File: config.mk
export PLATFORM = sky130hd
export DESIGN_NAME = corr_bpred
export DESIGN_NICKNAME = d
export VERILOG_FILES = /design/src/rtl/bp_pkg.sv /design/src/rtl/bp_history.sv /design/src/rtl/bp_ctr_table.sv /design/src/rtl/corr_bpred.sv
export SDC_FILE = /design/constraint.sdc
export NUM_CORES = 1
export LEC_CHECK = 0
export BUFFER_PORTS_ARGS = -buffer_cell sky130_fd_sc_hd__buf_2
export CORE_UTILIZATION = 36
export CTS_CLUSTER_DIAMETER = 120
export CTS_CLUSTER_SIZE = 28
export DETAILED_ROUTE_END_ITERATION = 10
export GPL_ROUTABILITY_DRIVEN = 0
export MAX_ROUTING_LAYER = met4
export PLACE_DENSITY_LB_ADDON = 0.05
export SETUP_SLACK_MARGIN = 0.15
export SYNTH_ARGS = -nofsm -noshare
export SYNTH_HDL_FRONTEND = slang
export SYNTH_HIERARCHICAL = 1
export SYNTH_SLANG_ARGS = --single-unit
File: constraint.sdc
create_clock -name clk -period 3.2 [get_ports clk]
set_clock_uncertainty 0.2 [all_clocks]
set_input_delay 0.16 -clock clk [delete_from_list [all_inputs] [get_ports clk]]
set_output_delay 0.16 -clock clk [all_outputs]
set_load 0.01 [all_outputs]
File: src/rtl/bp_pkg.sv
package bp_pkg;

  // reset value of an n-bit counter: one step below the taken threshold
  function automatic int unsigned weak_nt(input int unsigned nbits);
    return (1 << (nbits - 1)) - 1;
  endfunction

  // saturating move of a counter toward the resolved outcome
  function automatic int unsigned ctr_step(input int unsigned cur,
                                           input int unsigned maxv,
                                           input logic taken);
    if (taken) return (cur >= maxv) ? maxv : cur + 1;
    return (cur == 0) ? 0 : cur - 1;
  endfunction

  // taken when the counter sits in the upper half of its range
  function automatic logic is_taken(input int unsigned cur, input int unsigned nbits);
    return cur >= (1 << (nbits - 1));
  endfunction

endpackage

File: src/rtl/bp_history.sv
module bp_history #(
  parameter int HIST_BITS = 2
) (
  input  logic                 clk,
  input  logic                 rst_n,
  input  logic                 shift_en,
  input  logic                 bit_in,
  output logic [HIST_BITS-1:0] hist
);
  logic [HIST_BITS-1:0] hist_q;

  generate
    if (HIST_BITS == 1) begin : g_one
      always_ff @(posedge clk or negedge rst_n) begin
        if (!rst_n)        hist_q <= '0;
        else if (shift_en) hist_q <= bit_in;
      end
    end else begin : g_many
      always_ff @(posedge clk or negedge rst_n) begin
        if (!rst_n)        hist_q <= '0;
        else if (shift_en) hist_q <= {hist_q[HIST_BITS-2:0], bit_in};
      end
    end
  endgenerate

  assign hist = hist_q;
endmodule

File: src/rtl/bp_ctr_table.sv
module bp_ctr_table #(
  parameter int HIST_BITS = 2,
  parameter int IDX_BITS  = 5,
  parameter int CTR_BITS  = 2
) (
  input  logic                 clk,
  input  logic                 rst_n,
  input  logic [HIST_BITS-1:0] bank,
  input  logic [IDX_BITS-1:0]  lk_row,
  input  logic [IDX_BITS-1:0]  up_row,
  input  logic                 we,
  input  logic [CTR_BITS-1:0]  wdata,
  output logic [CTR_BITS-1:0]  lk_ctr,
  output logic [CTR_BITS-1:0]  up_ctr
);
  localparam int NBANK = 1 << HIST_BITS;
  localparam int ROWS  = 1 << IDX_BITS;
  localparam logic [CTR_BITS-1:0] INIT = CTR_BITS'(bp_pkg::weak_nt(CTR_BITS));

  logic [CTR_BITS-1:0] lk_b [NBANK];
  logic [CTR_BITS-1:0] up_b [NBANK];

  generate
    for (genvar b = 0; b < NBANK; b++) begin : g_bank
      logic [CTR_BITS-1:0] mem [ROWS];
      logic bank_we;
      assign bank_we = we && (bank == HIST_BITS'(b));

      always_ff @(posedge clk or negedge rst_n) begin
        if (!rst_n) begin
          for (int r = 0; r < ROWS; r++) mem[r] <= INIT;
        end else if (bank_we) begin
          mem[up_row] <= wdata;
        end
      end

      assign lk_b[b] = mem[lk_row];
      assign up_b[b] = mem[up_row];
    end
  endgenerate

  assign lk_ctr = lk_b[bank];
  assign up_ctr = up_b[bank];
endmodule

File: src/rtl/corr_bpred.sv
module corr_bpred #(
  parameter int PC_W      = 32,
  parameter int HIST_BITS = 2,
  parameter int CTR_BITS  = 2,
  parameter int IDX_BITS  = 5,
  parameter int ROW_LSB   = 2
) (
  input  logic            clk,
  input  logic            rst_n,
  input  logic [PC_W-1:0] lk_pc,
  output logic            lk_taken,
  input  logic            up_valid,
  input  logic [PC_W-1:0] up_pc,
  input  logic            up_taken
);
  localparam int unsigned CTR_MAX = (1 << CTR_BITS) - 1;

  // named internal events, used by the bound checker
  logic [HIST_BITS-1:0] hist;
  logic [IDX_BITS-1:0]  lk_row, up_row;
  logic [CTR_BITS-1:0]  lk_ctr, wr_old, wr_new;
  logic                 upd_fire;
  logic                 unused_pc_bits;

  assign lk_row   = lk_pc[ROW_LSB +: IDX_BITS];
  assign up_row   = up_pc[ROW_LSB +: IDX_BITS];
  assign upd_fire = up_valid;
  assign unused_pc_bits = ^{lk_pc, up_pc};

  bp_history #(.HIST_BITS(HIST_BITS)) u_hist (
    .clk(clk), .rst_n(rst_n), .shift_en(upd_fire), .bit_in(up_taken), .hist(hist)
  );

  bp_ctr_table #(.HIST_BITS(HIST_BITS), .IDX_BITS(IDX_BITS), .CTR_BITS(CTR_BITS)) u_tab (
    .clk(clk), .rst_n(rst_n), .bank(hist), .lk_row(lk_row), .up_row(up_row),
    .we(upd_fire), .wdata(wr_new), .lk_ctr(lk_ctr), .up_ctr(wr_old)
  );

  assign wr_new   = CTR_BITS'(bp_pkg::ctr_step(int'(wr_old), CTR_MAX, up_taken));
  assign lk_taken = bp_pkg::is_taken(int'(lk_ctr), CTR_BITS);
endmodule

==> run_results.csv, run 1 <==
group,metric,value,unit
critical_path,critPathMostFrequentCell,"sky130_fd_sc_hd__mux4_2",
global_route,antenna_violations_before_repair,0,
sta,max_clock_freq,317,MHz
critical_path,kind_of_cell_adding_the_most_delay_to_the_critical_path,"multiplexers",
global_route,globalRouteTotalUtil,0.230,
pwr,fraction_of_power_consumed_by_combinational_cells,0.218,
critical_path,element_type_at_the_critical_path_start,"flop",
pwr,power.net_switching,2.28,mW
critical_path,crit-reg2reg-launch,"u_tab/g_bank[0].mem[59]",
sta,setup_repair_after_global_routing_missed_its_margin,"true",
die,dieWidth,197,µm
critical_path,timing.critical_path.to_type,"primary output",
placement,hpwl,29500,µm
drt,routedWlPerCell,26.9,µm
run_status,outcome,"finished, final reports clean",
sta,min_setup_slack_post_route,0.0452,ns
sta,report.final.setup_viol,0,
critical_path,path_cells,"mux4_2 > mux4_2 > mux2i_1 > nor3_1 > or4_4 > buf_6",
layout,num_antenna_cells,0,
die,core.rowCount,71,
synthesis,netlist_instances,1017,
die,die_area,0.0388,mm²
clocking,clock_path_buffers,3,
clocking,clock_tree.root_cell,"sky130_fd_sc_hd__clkbuf_16",
sta,worst_slew_pin_slew,0.710,ns
pwr,power_density_of_the_placed_cells,509,mW/mm²
critical_path,worst-path-max-fanout,3,
critical_path,critical_path.max_stage_delay,0.56,ns
drt,drc,0,
global_route,grt_pass1_wl,63400,µm
critical_path,worstReg2RegEnd,"u_tab/g_bank[1].mem[61]",
critical_path,critical_path.n_buffers_inverters,1,
die,die_h,197,µm
layout,drive_above_1_share,0.575,
critical_path,r2r_cells,9,
clocking,cts.reportedPaths.clkPinSlew,0.11,ns
synthesis,synth.net_count,1085,
global_route,grt_start_max_net_pins,86,
pwr,leakage,6.34,nW
sta,post-route-period-util,0.986,
pwr,seq_power_share,0.527,
min_path,min_path_type,"primary input to asynchronous set/reset pin",
drt,vias,8576,
die,core_area,0.0376,mm²
sta,finalHoldViolations,0,
pwr,internal_power,5.50,mW
drt,detail_route.first_pass.iterations,7,
layout,finalInstanceArea,0.0153,mm²
global_route,first_global_vias,9072,
sta,final.min_clock_period,3.15,ns
placement,port_buffers,14,
clocking,cts.sink_count,258,
layout,layout.nets,1102,
pwr,swShare,0.293,
placement,placement.cell_area,0.0148,mm²
critical_path,worst_setup_path_category,"flop to primary output",
sta,relSlewSlack,0.526,
layout,syn2layout_area_growth,11.6,%
die,num_io_pins,69,
global_route,grt_remaining_overflow,0,
critical_path,regToRegSetupSlack,0.22,ns
drt,drtAntennaViolNets,0,
run,max_cap_viol_count,0,
critical_path,worst_path_arrival_time,2.79,ns
clocking,tritoncts,"yes",
sta,final.hold.worst_slack,0.0548,ns
clocking,cts_made_buffers,13,
synthesis,post_synthesis_area_per_instance,13.5,µm²
pwr,p_clk_frac,0.255,
clocking,clk_latency,0.51,ns
drt,drt_iter0_markers,547,
drt,viasPerCell,5.53,
critical_path,worstPathRequired,2.84,ns
critical_path,worst_path_max_delay_cell,"sky130_fd_sc_hd__mux4_2",
pwr,vdd_ir_drop_max,0.306,mV
synthesis,number_of_warnings_printed_during_yosys_synthesis,6,
clocking,htreeDepth,1,
synthesis,summed_instance_area_of_the_synthesized_netlist,0.0137,mm²
drt,drt-total-wl,41800,µm
placement,minimum_setup_slack_after_placement,-0.112,ns
sta,slew_violations,0,
die,initial_utilization,0.365,
-- worst register-to-register path, stage by stage, from the launching register on --
cell	delay, ns
sky130_fd_sc_hd__dfrtp_1	0.41
sky130_fd_sc_hd__buf_4	0.14
sky130_fd_sc_hd__mux4_2	0.52
sky130_fd_sc_hd__a22oi_2	0.24
sky130_fd_sc_hd__o2111ai_2	0.15
sky130_fd_sc_hd__nor2_1	0.17
sky130_fd_sc_hd__nor4_2	0.09
sky130_fd_sc_hd__maj3_4	0.41
sky130_fd_sc_hd__buf_12	0.19
sky130_fd_sc_hd__mux2_2	0.34
-- routing by layer --
| layer | wire length, µm | vias up | share of wire | GRT usage |
|---|---|---|---|---|
| li1 | - | 3767 | - | - |
| met1 | 20700 | 4679 | 0.50 | 0.340 |
| met2 | 19500 | 106 | 0.47 | 0.353 |
| met3 | 1190 | 24 | 0.028 | 0.0208 |
| met4 | 415 | 0 | 0.0099 | 0.0327 |
| met5 | 0 | - | 0 | - |
-- power groups by stage --
| stage | clock network (mW) | registers [mW] | logic (mW) |
|---|---|---|---|
| after global routing | 2.19 | 4.16 | 1.82 |
| final | 1.99 | 4.10 | 1.70 |
| after floorplan | 0 | 4.03 | 1.07 |
| after global placement | 0 | 4.14 | 1.68 |
| after detailed placement | 0 | 4.15 | 1.69 |
| after CTS | 2.09 | 4.10 | 1.71 |
-- cell usage in the layout, fill, tap and decap left out, drive strengths merged, types with 3 or more instances in the layout --
master,instances
or2,3
clkinv,3
and3,3
a21oi,13
inv,3
dfrtp,130
o211ai,3
nor3,4
nor3b,3
nand2b,7
dfstp,128
a22o,4
a22oi,16
buf,90
a211oi,3
and3b,3
nand3,6
dlygate4sd3,4
and2,6
nor2,83
clkbuf,16
nor2b,10
mux4,94
mux2,258
mux2i,24
nand2,103
-- cell type report --
cell class,count,area (µm²)
clock inverter,5,53.8
tap,511,639
fill,3548,22300
multi-input combinational,665,6710
inverter,2,7.51
sequential,258,6620
timing repair buffer,94,927
clock buffer,16,337
-- state kept, by name, summed over array words and instances, names as in the netlist --
| register | cells |
|---|---|
| u_tab/g_bank.mem | 256 |
| u_hist/hist | 2 |
-- worst max-delay path by stage --
| stage | start | endpoint | slack, ns | cells past startpoint |
|---|---|---|---|---|
| floorplan | up_pc[2] | u_tab/g_bank[0].mem[15] | 0.16 | 11 |
| global placement | up_pc[2] | u_tab/g_bank[1].mem[57] | -0.09 | 10 |
| detailed placement | up_pc[2] | u_tab/g_bank[1].mem[57] | -0.11 | 10 |
| CTS | u_tab/g_bank[0].mem[57] | lk_taken | 0.03 | 6 |
| global route | u_tab/g_bank[0].mem[33] | lk_taken | -0.008 | 6 |
| finish | u_tab/g_bank[0].mem[25] | lk_taken | 0.05 | 6 |
-- metrics by stage --
step	util	total power [mW]	instances	setup TNS (ns)
floorplan	-	5.11	1017	0
global placement	0.394	5.82	1523	-16.56
detailed placement	0.394	5.84	1523	-19.30
CTS	0.406	7.89	1550	0
global route	0.407	8.16	1551	-0.00831
finish	0.407	7.78	1551	0
-- timing repair --
| item | 4_1_cts | 5_1_grt |
|---|---|---|
| buffers inserted | 2 | 1 |
| hold buffers | 4 | 0 |
| hold endpoints to repair | 87 | 0 |
| endpoints found under the setup margin | 207 | 214 |
| pin swaps | 0 | 2 |
| resized for setup | 6 | 7 |
No activity file was read; power rests on OpenSTA's default activity.
==> run 2: changes to the inputs <==
Settings changed: CTS_BUF_LIST set to sky130_fd_sc_hd__clkbuf_16.
==> run_results.csv, run 2 (same netlist as run 1, synthesis figures left out) <==
group,metric,value,unit
critical_path,worstPathRequired,2.84,ns
clocking,clock_path_buffers,3,
sta,worst_slew_pin_slew,0.712,ns
layout,leading_cell_type_in_the_layout_fill_and_taps_excluded,"sky130_fd_sc_hd__mux2_2",
critical_path,worst_path_arrival_time,2.79,ns
layout,finalNonFillerCells,1551,
die,die_area,0.0388,mm²
pwr,power.net_switching,2.29,mW
critical_path,worst_setup_path_category,"flop to primary output",
layout,largest_register_ff_count,256,
critical_path,element_type_at_the_critical_path_start,"flop",
clocking,cts.reportedPaths.clkPinSlew,0.11,ns
pwr,p_clk_frac,0.255,
layout,drive_above_1_share,0.575,
sta,max_clock_freq,317,MHz
global_route,grt_pass1_wl,63400,µm
drt,drc,0,
drt,drtAntennaViolNets,0,
sta,slew_violations,0,
die,dieWidth,197,µm
sta,final.min_clock_period,3.15,ns
drt,vias,8595,
critical_path,worst-path-max-fanout,3,
drt,drt-total-wl,41800,µm
pwr,fraction_of_power_consumed_by_combinational_cells,0.218,
global_route,busiest_layer_in_global_routing,"met2",
sta,setup_repair_after_global_routing_missed_its_margin,"true",
global_route,antenna_violations_before_repair,0,
drt,drt_iter0_markers,550,
die,core_area,0.0376,mm²
clocking,clk_latency,0.51,ns
global_route,grt_remaining_overflow,0,
critical_path,timing.critical_path.to_type,"primary output",
placement,hpwl,29500,µm
placement,placedCellCount,1523,
die,num_io_pins,69,
pwr,internal_power,5.49,mW
global_route,globalRouteTotalUtil,0.230,
sta,finalHoldViolations,0,
layout,syn2layout_area_growth,11.6,%
die,die_h,197,µm
min_path,min_path_type,"primary input to asynchronous set/reset pin",
placement,port_buffers,14,
run,max_cap_viol_count,0,
die,initial_utilization,0.365,
die,core.rowCount,71,
clocking,cts_made_buffers,13,
drt,viasPerCell,5.54,
pwr,power_density_of_the_placed_cells,509,mW/mm²
layout,num_antenna_cells,0,
placement,minimum_setup_slack_after_placement,-0.112,ns
sta,post-route-period-util,0.986,
pwr,leakage,6.35,nW
global_route,groute.layer.met3.usage,0.0208,
layout,largest-register,"u_tab/g_bank.mem",
clocking,htreeDepth,1,
sta,relSlewSlack,0.525,
global_route,grt_start_max_net_pins,86,
pwr,swShare,0.294,
clocking,cts.sink_count,258,
layout,layout_common_cells,"258 x sky130_fd_sc_hd__mux2_2, 130 x sky130_fd_sc_hd__dfrtp_1, 128 x sky130_fd_sc_hd__dfstp_2",
clocking,clock_tree.root_cell,"sky130_fd_sc_hd__clkbuf_16",
sta,min_setup_slack_post_route,0.0452,ns
global_route,first_global_vias,9072,
layout,layout.nets,1102,
sta,report.final.setup_viol,0,
global_route,grt_use_met1,0.340,
global_route,gr-usage-met2,0.353,
pwr,power,7.78,mW
pwr,seq_power_share,0.527,
clocking,tritoncts,"yes",
run_status,outcome,"finished, final reports clean",
drt,detail_route.first_pass.iterations,7,
drt,routedWlPerCell,27.0,µm
pwr,vdd_ir_drop_max,0.306,mV
-- run 2: stage by stage --
step / area, µm² / hold slack (ns) / setup TNS, ns / util
after global placement: 14800 / 0.0384 / -16.56 / 0.394
after global routing: 15300 / 0.111 / -0.00831 / 0.407
final: 15300 / 0.0552 / 0 / 0.407
after CTS: 15200 / 0.0746 / 0 / 0.406
after floorplan: 13700 / -0.336 / 0 / -
after detailed placement: 14800 / 0.0363 / -19.30 / 0.394
-- run 2: layer usage --
metal	part of all wire	up-vias
li1	-	3764
met2	0.47	108
met5	0	-
met3	0.027	24
met4	0.0099	0
met1	0.50	4699
-- run 2: layout make-up --
class / instances / area, µm²
clock inverter: 8 / 65.1
fill: 3548 / 22300
tap: 511 / 639
multi-input combinational: 665 / 6710
timing repair buffer: 94 / 927
inverter: 2 / 7.51
sequential: 258 / 6620
clock buffer: 13 / 325
-- run 2: path summary, 6_finish.rpt --
check                           cells past startpoint  slack [ns]                    start                       to
worst max-delay path                                6        0.05  u_tab/g_bank[0].mem[25]                 lk_taken
worst min-delay path                                2        0.06                    rst_n  u_tab/g_bank[0].mem[57]
worst max register to register                      9        0.23  u_tab/g_bank[0].mem[59]  u_tab/g_bank[1].mem[61]
worst min register to register                      1        0.33  u_tab/g_bank[0].mem[27]  u_tab/g_bank[0].mem[27]
max in group asynchronous                           3        1.79                    rst_n  u_tab/g_bank[3].mem[26]
min in group clk                                    5        0.26                 up_pc[4]  u_tab/g_bank[2].mem[51]
-- run 2: worst max-delay path: stages, from the launching register on --
cell and delay (ns):
sky130_fd_sc_hd__dfrtp_1 0.41, sky130_fd_sc_hd__mux4_2 0.56, sky130_fd_sc_hd__mux4_2 0.48, sky130_fd_sc_hd__mux2i_1 0.16, sky130_fd_sc_hd__nor3_1 0.06, sky130_fd_sc_hd__or4_4 0.48, sky130_fd_sc_hd__buf_6 0.15
-- run 2: timing repair --
item,4_1_cts,5_1_grt
hold buffers,4,0
pin swaps,0,2
gates resized for setup,6,7
setup endpoints to repair,207,214
hold endpoints to repair,87,0
setup buffers,2,1
-- run 2: power by group through the flow --
| stage | Sequential, mW | Combinational [mW] | Clock (mW) |
|---|---|---|---|
| 4_1_cts | 4.10 | 1.71 | 2.08 |
| 2_1_floorplan | 4.03 | 1.07 | 0 |
| 6_report | 4.10 | 1.70 | 1.98 |
| 3_5_place_dp | 4.15 | 1.69 | 0 |
| 3_3_place_gp | 4.14 | 1.68 | 0 |
| 5_1_grt | 4.16 | 1.82 | 2.18 |
